==> config.mk <==
export PLATFORM = sky130hd
export DESIGN_NAME = flash_guard
export DESIGN_NICKNAME = d
export VERILOG_FILES = /design/src/rtl/fg_pkg.sv /design/src/rtl/fg_decode.sv /design/src/rtl/fg_window.sv /design/src/rtl/fg_policy.sv /design/src/rtl/fg_level_seq.sv /design/src/rtl/flash_guard.sv
export SDC_FILE = /design/constraint.sdc
export NUM_CORES = 1
export LEC_CHECK = 0
export CORE_ASPECT_RATIO = 0.8
export CORE_MARGIN = 4
export CORE_UTILIZATION = 25
export CTS_CLUSTER_DIAMETER = 50
export DETAILED_ROUTE_END_ITERATION = 6
export GPL_TIMING_DRIVEN = 0
export MAX_ROUTING_LAYER = met4
export SYNTH_ARGS = -nofsm -noshare
export SYNTH_HDL_FRONTEND = slang
export SYNTH_SLANG_ARGS = --single-unit
==> constraint.sdc <==
create_clock -name clk -period 4.73 [get_ports clk]
set_input_delay 0.473 -clock clk [delete_from_list [all_inputs] [get_ports clk]]
set_output_delay 0.473 -clock clk [all_outputs]
set_load 0.02 [all_outputs]
==> src/rtl/fg_pkg.sv <==
// Shared encodings for the flash access protection checker.
// Assumes two-bit requester and kind codes and a three-bit region field.
package fg_pkg;
    typedef enum logic [1:0] {SRC_FETCH = 2'd0, SRC_DATA = 2'd1, SRC_DMA = 2'd2, SRC_DEBUG = 2'd3} src_e;
    typedef enum logic [1:0] {K_READ = 2'd0, K_WRITE = 2'd1, K_ERASE = 2'd2, K_RSVD = 2'd3} kind_e;
    typedef enum logic [2:0] {
        RG_MAIN = 3'd0, RG_SYS = 3'd1, RG_OPT = 3'd2, RG_BKP = 3'd3, RG_SRAM2 = 3'd4, RG_NONE = 3'd7
    } region_e;
    typedef enum logic [1:0] {WIPE_BKP = 2'd0, WIPE_SRAM2 = 2'd1, WIPE_XO = 2'd2} wipe_e;
    localparam logic [1:0] LVL0 = 2'd0;
    localparam logic [1:0] LVL1 = 2'd1;
    localparam logic [1:0] LVL2 = 2'd2;
endpackage

==> src/rtl/fg_decode.sv <==
// Address decoder: splits a byte address into region, bank, page and double word.
// Assumes the main array fills the low MAIN_AW bits and the region code sits above it.
module fg_decode
    import fg_pkg::*;
#(
    parameter int MAIN_AW = 8,
    parameter int ADDR_W  = 11,
    parameter int BANK_W  = 1,
    parameter int PAGE_SH = 4,
    localparam int BANK_AW = MAIN_AW - BANK_W,
    localparam int PG_W    = BANK_AW - PAGE_SH,
    localparam int DW_W    = BANK_AW - 3
) (
    input  logic [ADDR_W-1:0] addr,
    output region_e           region,
    output logic [BANK_W-1:0] bank,
    output logic [PG_W-1:0]   page,
    output logic [DW_W-1:0]   dword
);
    assign bank  = addr[MAIN_AW-1 -: BANK_W];
    assign page  = addr[BANK_AW-1:PAGE_SH];
    assign dword = addr[BANK_AW-1:3];

    // Map the region field onto the region enumeration.
    always_comb begin
        case (addr[ADDR_W-1:MAIN_AW])
            3'd0:    region = RG_MAIN;
            3'd1:    region = RG_SYS;
            3'd2:    region = RG_OPT;
            3'd3:    region = RG_BKP;
            3'd4:    region = RG_SRAM2;
            default: region = RG_NONE;
        endcase
    end
endmodule

==> src/rtl/fg_window.sv <==
// Inclusive index window test; a window with low bound above high bound never hits.
module fg_window #(
    parameter int W = 4
) (
    input  logic [W-1:0] lo,
    input  logic [W-1:0] hi,
    input  logic [W-1:0] idx,
    output logic         hit
);
    assign hit = (lo <= hi) && (idx >= lo) && (idx <= hi);
endmodule

==> src/rtl/fg_policy.sv <==
// Combinational permission decision for one access.
// Assumes level is 0, 1 or 2 and that the window bounds are stable during the request.
module fg_policy
    import fg_pkg::*;
#(
    parameter int NUM_BANKS = 2,
    parameter int BANK_W    = 1,
    parameter int PG_W      = 3,
    parameter int DW_W      = 4
) (
    input  region_e                        region,
    input  logic [BANK_W-1:0]              bank,
    input  logic [PG_W-1:0]                page,
    input  logic [DW_W-1:0]                dword,
    input  src_e                           src,
    input  kind_e                          kind,
    input  logic [1:0]                     level,
    input  logic                           alt_mode,
    input  logic                           busy,
    input  logic [NUM_BANKS*2*PG_W-1:0]    wrp_lo,
    input  logic [NUM_BANKS*2*PG_W-1:0]    wrp_hi,
    input  logic [NUM_BANKS*DW_W-1:0]      xo_lo,
    input  logic [NUM_BANKS*DW_W-1:0]      xo_hi,
    output logic                           allow
);
    localparam int NWIN = NUM_BANKS * 2;

    logic [NWIN-1:0]      wrp_vec;
    logic [NUM_BANKS-1:0] xo_vec;
    logic                 wrp_hit;
    logic                 xo_hit;
    logic                 lvl2;
    logic                 locked;
    logic                 is_read;
    logic                 is_mod;

    for (genvar w = 0; w < NWIN; w++) begin : g_wrp
        fg_window #(.W(PG_W)) i_win (
            .lo (wrp_lo[w*PG_W +: PG_W]),
            .hi (wrp_hi[w*PG_W +: PG_W]),
            .idx(page),
            .hit(wrp_vec[w])
        );
    end

    for (genvar b = 0; b < NUM_BANKS; b++) begin : g_xo
        fg_window #(.W(DW_W)) i_win (
            .lo (xo_lo[b*DW_W +: DW_W]),
            .hi (xo_hi[b*DW_W +: DW_W]),
            .idx(dword),
            .hit(xo_vec[b])
        );
    end

    // Keep only the window hits that belong to the addressed bank.
    always_comb begin
        wrp_hit = 1'b0;
        xo_hit  = 1'b0;
        for (int b = 0; b < NUM_BANKS; b++) begin
            if (bank == BANK_W'(b)) begin
                wrp_hit = wrp_hit | wrp_vec[2*b] | wrp_vec[2*b+1];
                xo_hit  = xo_hit | xo_vec[b];
            end
        end
    end

    assign lvl2    = (level == LVL2);
    assign locked  = (level == LVL1) && alt_mode;
    assign is_read = (kind == K_READ);
    assign is_mod  = (kind == K_WRITE) || (kind == K_ERASE);

    // Merge level, region and window rules into one allow bit.
    always_comb begin
        allow = 1'b0;
        if (busy || kind == K_RSVD) begin
            allow = 1'b0;
        end else if (lvl2 && src == SRC_DEBUG) begin
            allow = 1'b0;
        end else if (src == SRC_FETCH && !is_read) begin
            allow = 1'b0;
        end else begin
            case (region)
                RG_MAIN:  allow = !locked && !(is_mod && wrp_hit) && !(xo_hit && src != SRC_FETCH);
                RG_SYS:   allow = is_read;
                RG_OPT:   allow = lvl2 ? is_read : 1'b1;
                RG_BKP:   allow = !locked && (kind != K_ERASE);
                RG_SRAM2: allow = !locked;
                default:  allow = 1'b0;
            endcase
        end
    end
endmodule

==> src/rtl/fg_level_seq.sv <==
// Protection level register and the level-1-to-0 wipe sequencer.
// Assumes erase_ack is only meaningful while a step is requested.
module fg_level_seq
    import fg_pkg::*;
#(
    parameter int NUM_BANKS = 2,
    parameter int BANK_W    = 1,
    localparam int STEP_W   = $clog2(NUM_BANKS + 2)
) (
    input  logic              clk,
    input  logic              rst_n,
    input  logic              lvl_wr_en,
    input  logic [1:0]        lvl_wr_val,
    input  logic              xo_wipe_opt,
    input  logic              erase_ack,
    output logic [1:0]        level,
    output logic              busy,
    output logic [1:0]        what,
    output logic [BANK_W-1:0] bank
);
    logic [STEP_W-1:0] step;
    logic              wipe_xo;
    logic [STEP_W-1:0] last_step;

    assign last_step = wipe_xo ? STEP_W'(NUM_BANKS + 1) : STEP_W'(1);

    // Hold the level, accept legal changes and walk the wipe steps.
    always_ff @(posedge clk) begin
        if (!rst_n) begin
            level   <= LVL0;
            busy    <= 1'b0;
            step    <= '0;
            wipe_xo <= 1'b0;
        end else if (busy) begin
            if (erase_ack) begin
                if (step == last_step) begin
                    busy  <= 1'b0;
                    level <= LVL0;
                    step  <= '0;
                end else begin
                    step <= step + 1'b1;
                end
            end
        end else if (lvl_wr_en && level != LVL2 && lvl_wr_val != 2'd3) begin
            if (level == LVL1 && lvl_wr_val == LVL0) begin
                busy    <= 1'b1;
                step    <= '0;
                wipe_xo <= xo_wipe_opt;
            end else begin
                level <= lvl_wr_val;
            end
        end
    end

    // Translate the step index into a target code and bank.
    always_comb begin
        if (step == STEP_W'(0)) begin
            what = WIPE_BKP;
            bank = '0;
        end else if (step == STEP_W'(1)) begin
            what = WIPE_SRAM2;
            bank = '0;
        end else begin
            what = WIPE_XO;
            bank = BANK_W'(step - STEP_W'(2));
        end
    end
endmodule

==> src/rtl/flash_guard.sv <==
// Top of the flash access protection checker: registers the decision and error status.
// Assumes one request per cycle; the answer appears on the following cycle.
module flash_guard
    import fg_pkg::*;
#(
    parameter int PAGE_BYTES     = 2048,
    parameter int PAGES_PER_BANK = 256,
    parameter int NUM_BANKS      = 2,
    localparam int BANK_W  = $clog2(NUM_BANKS),
    localparam int PAGE_SH = $clog2(PAGE_BYTES),
    localparam int PG_W    = $clog2(PAGES_PER_BANK),
    localparam int MAIN_AW = PAGE_SH + PG_W + BANK_W,
    localparam int ADDR_W  = MAIN_AW + 3,
    localparam int DW_W    = PAGE_SH + PG_W - 3
) (
    input  logic                        clk,
    input  logic                        rst_n,
    input  logic                        acc_valid,
    input  logic [1:0]                  acc_src,
    input  logic [1:0]                  acc_kind,
    input  logic [ADDR_W-1:0]           acc_addr,
    input  logic                        alt_mode,
    input  logic [NUM_BANKS*2*PG_W-1:0] wrp_lo,
    input  logic [NUM_BANKS*2*PG_W-1:0] wrp_hi,
    input  logic [NUM_BANKS*DW_W-1:0]   xo_lo,
    input  logic [NUM_BANKS*DW_W-1:0]   xo_hi,
    input  logic                        xo_wipe_opt,
    input  logic                        lvl_wr_en,
    input  logic [1:0]                  lvl_wr_val,
    input  logic                        erase_ack,
    input  logic                        err_clr,
    output logic                        resp_valid,
    output logic                        resp_allow,
    output logic                        err_pulse,
    output logic                        err_flag,
    output logic [ADDR_W-1:0]           err_addr,
    output logic [1:0]                  err_src,
    output logic [1:0]                  cur_level,
    output logic                        erase_busy,
    output logic [1:0]                  erase_what,
    output logic [BANK_W-1:0]           erase_bank
);
    region_e           region;
    logic [BANK_W-1:0] bank;
    logic [PG_W-1:0]   page;
    logic [DW_W-1:0]   dword;
    logic              allow;
    logic              deny_now;

    fg_decode #(
        .MAIN_AW(MAIN_AW), .ADDR_W(ADDR_W), .BANK_W(BANK_W), .PAGE_SH(PAGE_SH)
    ) i_decode (
        .addr  (acc_addr),
        .region(region),
        .bank  (bank),
        .page  (page),
        .dword (dword)
    );

    fg_policy #(
        .NUM_BANKS(NUM_BANKS), .BANK_W(BANK_W), .PG_W(PG_W), .DW_W(DW_W)
    ) i_policy (
        .region  (region),
        .bank    (bank),
        .page    (page),
        .dword   (dword),
        .src     (src_e'(acc_src)),
        .kind    (kind_e'(acc_kind)),
        .level   (cur_level),
        .alt_mode(alt_mode),
        .busy    (erase_busy),
        .wrp_lo  (wrp_lo),
        .wrp_hi  (wrp_hi),
        .xo_lo   (xo_lo),
        .xo_hi   (xo_hi),
        .allow   (allow)
    );

    fg_level_seq #(
        .NUM_BANKS(NUM_BANKS), .BANK_W(BANK_W)
    ) i_level (
        .clk        (clk),
        .rst_n      (rst_n),
        .lvl_wr_en  (lvl_wr_en),
        .lvl_wr_val (lvl_wr_val),
        .xo_wipe_opt(xo_wipe_opt),
        .erase_ack  (erase_ack),
        .level      (cur_level),
        .busy       (erase_busy),
        .what       (erase_what),
        .bank       (erase_bank)
    );

    assign deny_now = acc_valid && !allow;

    // Register the decision one cycle after the request.
    always_ff @(posedge clk) begin
        if (!rst_n) begin
            resp_valid <= 1'b0;
            resp_allow <= 1'b0;
            err_pulse  <= 1'b0;
        end else begin
            resp_valid <= acc_valid;
            resp_allow <= acc_valid && allow;
            err_pulse  <= deny_now;
        end
    end

    // Capture the first denial; a new denial beats a clear in the same cycle.
    always_ff @(posedge clk) begin
        if (!rst_n) begin
            err_flag <= 1'b0;
            err_addr <= '0;
            err_src  <= '0;
        end else if (deny_now && (!err_flag || err_clr)) begin
            err_flag <= 1'b1;
            err_addr <= acc_addr;
            err_src  <= acc_src;
        end else if (err_clr) begin
            err_flag <= 1'b0;
        end
    end
endmodule

==> reports/summary.txt, run 1 <==
CP Data Arrival Time: 4.34 ns
Num Clock Sinks: 35
Slew HR: 0.409
Bufs on Longest Clock Path: 2
share of the synthesized area in the top cell type: 0.401
Cell variety after synth: 59
Die W: 184 um
Final min period: 4.14 ns
Worst Setup SP: acc_addr[12]
Seq/Total Area, Yosys: 0.113
endpoints failing hold: 0
largest net degree at the start of global routing: 14
Syn Area/Cell: 7.94 sq um
number of max-cap violations: 0
number of remaining DRC errors: 0
peak supply drop: 0.127 mV
Reg clk slew, reported paths: 0.06 ns
CTS Root Cell: clkbuf_16
vias in the first global route: 6164
Max Fclk: 242 MHz
Setup TNS: 0 ns
Synth Instances: 782
internal power: 921 uW
DRT Wirelength: 20300 um
CTS Buf Count: 5
outcome: completed
DR vias/cell: 4.64
layout cells sized above 1: 0.0334
dpl hpwl: 17600 um
clock power share: 0.267
crit end category: flip-flop
clock latency on the worst-skew pair: 0.27 ns
R2R setup slack: 2.11 ns
worst r2r path cells: 9
Leak: 0.00428 uW
final net count: 1352
startpoint types: input pin
Die Span Y: 149 um
sequential share of power: 0.235
asr flop ratio synth: 0
# IOs: 200
first-pass GRT wire length: 31800 um
Post-CTS Resized: 0
GRT Util Overall: 0.147
worst setup path end: err_src[0]
Max Fanout on Critical Path: 13
Primary FF master, synth: dfxtp_1
post-route antenna net violation count: 0
largest area contributor in the netlist: ha_1
Rows: 51
CP Class: in -> reg
Synth Cell Area: 6210 sq um
total global routing overflow: 0
Post-CTS Hold Fix Bufs: 0
worst r2r dst: err_src[0]
Synth Net Count: 1146
core outline area: 24400 sq um
pwr/cell area: 160 nW/um^2
die footprint: 27400 sq um
Post-synth EDFFs: 0
P&R area growth vs syn: 41.5%
1st-iter DRT viols: 151
Post-DP Area: 8600 sq um
reg2reg start: i_level.level[0]
Core Util, Final: 0.360
antenna violations before repair: 6
Switching Power: 484 uW
setup repair bufs after CTS: 0
DRT Pass-1 Iters: 4
H-Tree Depth: 2
initial core utilization: 0.255
Wirelength per Cell: 15.4 um
warnings from Yosys: 0
top post-synthesis cells by area: ha_1 40%, dfxtp_1 11%, inv_1 8.2%
HP Class: reg -> reg
final setup fails: 0
flops & latches, synth: 35
fin area: 8780 sq um
GP Congestion: 0.854
fin. max-slew vios: 0
skew final: 0.00349 ns
Final Cycle Share: 0.874
slew at the pin closest to its max-slew limit: 0.884 ns
TritonCTS clock tree: done
Vias: 6097
Hold Slack: 0.454 ns
CP Data Required Time: 4.93 ns
IO buf count: 199
switching power share of the total: 0.344
Comb pwr share: 0.498
RSZ-0062 raised after global routing: no
==> cell usage in the layout, fill, tap and decap left out, types with 3 or more instances in the layout <==
master	netlist	layout
a31oi_1	3	3
a21boi_0	4	4
nor3_1	8	8
o22ai_1	3	3
a221o_1	3	3
nand4_1	29	29
clkbuf_8	5	5
nor4_1	8	8
a21o_1	14	14
nand3_1	13	13
nand2_1	85	85
inv_1	136	136
nor2_1	19	19
nand2b_1	7	7
clkdlybuf4s50_1	0	199
mux2i_1	26	26
nor2b_1	15	15
a21oi_1	77	77
o211ai_1	13	13
clkbuf_16	0	5
ha_1	199	199
a211oi_1	5	5
o21ai_0	28	28
dfxtp_1	35	35
diode_2	0	6
==> worst min-delay path by stage <==
stage	start	endpoint	slack, ns	depth (start not counted)
2_1_floorplan	i_level.step[1]	i_level.step[1]	0.50	2
3_3_place_gp	err_src[0]	err_src[0]	0.44	2
3_5_place_dp	err_addr[3]	err_addr[3]	0.45	2
4_1_cts	err_addr[3]	err_addr[3]	0.46	2
5_1_grt	err_addr[20]	err_addr[20]	0.47	2
6_report	err_addr[3]	err_addr[3]	0.45	2
==> cell type report <==
type	instances	area, sq um
inverter	136	510
clock buffer	5	125
tap	318	398
antenna	6	15.0
timing repair buffer	199	1990
sequential	35	701
buffer	8	110
fill	2554	15600
multi-input combinational	603	4890
clock inverter	3	43.8
==> sequential cells by signal, summed over array words and instances, names as in the netlist <==
name / cells
err_addr: 23
err_src: 2
i_level.level: 2
i_level.step: 2
err_flag: 1
err_pulse: 1
i_level.busy: 1
i_level.wipe_xo: 1
resp_allow: 1
resp_valid: 1
==> per-stage QoR <==
step | instances | total power, uW | setup WS (ns)
after global placement | 1299 | 1020 | 0.165
after detailed placement | 1299 | 1040 | 0.167
after global routing | 1313 | 1530 | 0.178
after floorplan | 782 | 712 | 1.74
after CTS | 1307 | 1420 | 0.420
final | 1313 | 1400 | 0.594
==> cells by family (layout without fill, tap and decap cells) <==
family,after synthesis,after routing,synth area share
compound gates,175,175,0.179
xor+xnor,1,1,0.00141
fa+ha+maj,199,199,0.401
buf+inv,144,351,0.100
flops,35,35,0.113
mux,26,26,0.0419
other cells,0,6,0
simple gates,202,202,0.164
==> routing by layer <==
metal | vias to the layer above | part of all wire | GRT usage
met5 | - | 0 | -
li1 | 3217 | - | -
met1 | 2702 | 0.51 | 0.208
met2 | 168 | 0.41 | 0.222
met3 | 10 | 0.074 | 0.0332
met4 | 0 | 0.0073 | 0.0148
==> power groups by stage <==
stage	combinational, uW	sequential [uW]	clock, uW
after floorplan	352	360	0
after global placement	688	336	0
after detailed placement	702	336	0
after CTS	706	330	387
after global routing	793	332	400
final	700	330	375
==> worst max-delay path, cell delays in order <==
cell and delay, ns:
clkdlybuf4s50_1 0.97, ha_1 0.36, nor2b_1 0.13, o211ai_1 0.15, a21oi_1 0.09, o41ai_1 0.44, o211ai_1 0.21, a22oi_1 0.33
o21ai_2 0.14, a221oi_4 0.60, buf_8 0.24, mux2i_1 0.20
==> synth_stat cells, drive strengths merged (3+ instances only) <==
cell type / instances
ha: 199
a221o: 3
dfxtp: 35
a21oi: 77
a211oi: 5
a31oi: 3
a21o: 14
nand2b: 7
and4: 3
o21ai: 29
o22ai: 3
nor3: 8
nand2: 85
o211ai: 14
mux2i: 26
clkbuf: 5
nand4: 30
a21boi: 4
inv: 136
nor2: 19
nand3: 13
nor4: 8
buf: 3
nor2b: 16
Power figures use the tool's default switching activity.
==> inputs of run 2 (changes only) <==
--- a/config.mk
+++ b/config.mk
@@ -5,6 +5,7 @@
 export SDC_FILE = /design/constraint.sdc
 export NUM_CORES = 1
 export LEC_CHECK = 0
+export CAP_MARGIN = 15
 export CORE_ASPECT_RATIO = 0.8
 export CORE_MARGIN = 4
 export CORE_UTILIZATION = 25
==> results of run 2 <==
Same layout as run 1: the final DEF is identical, and so are final timing and power.
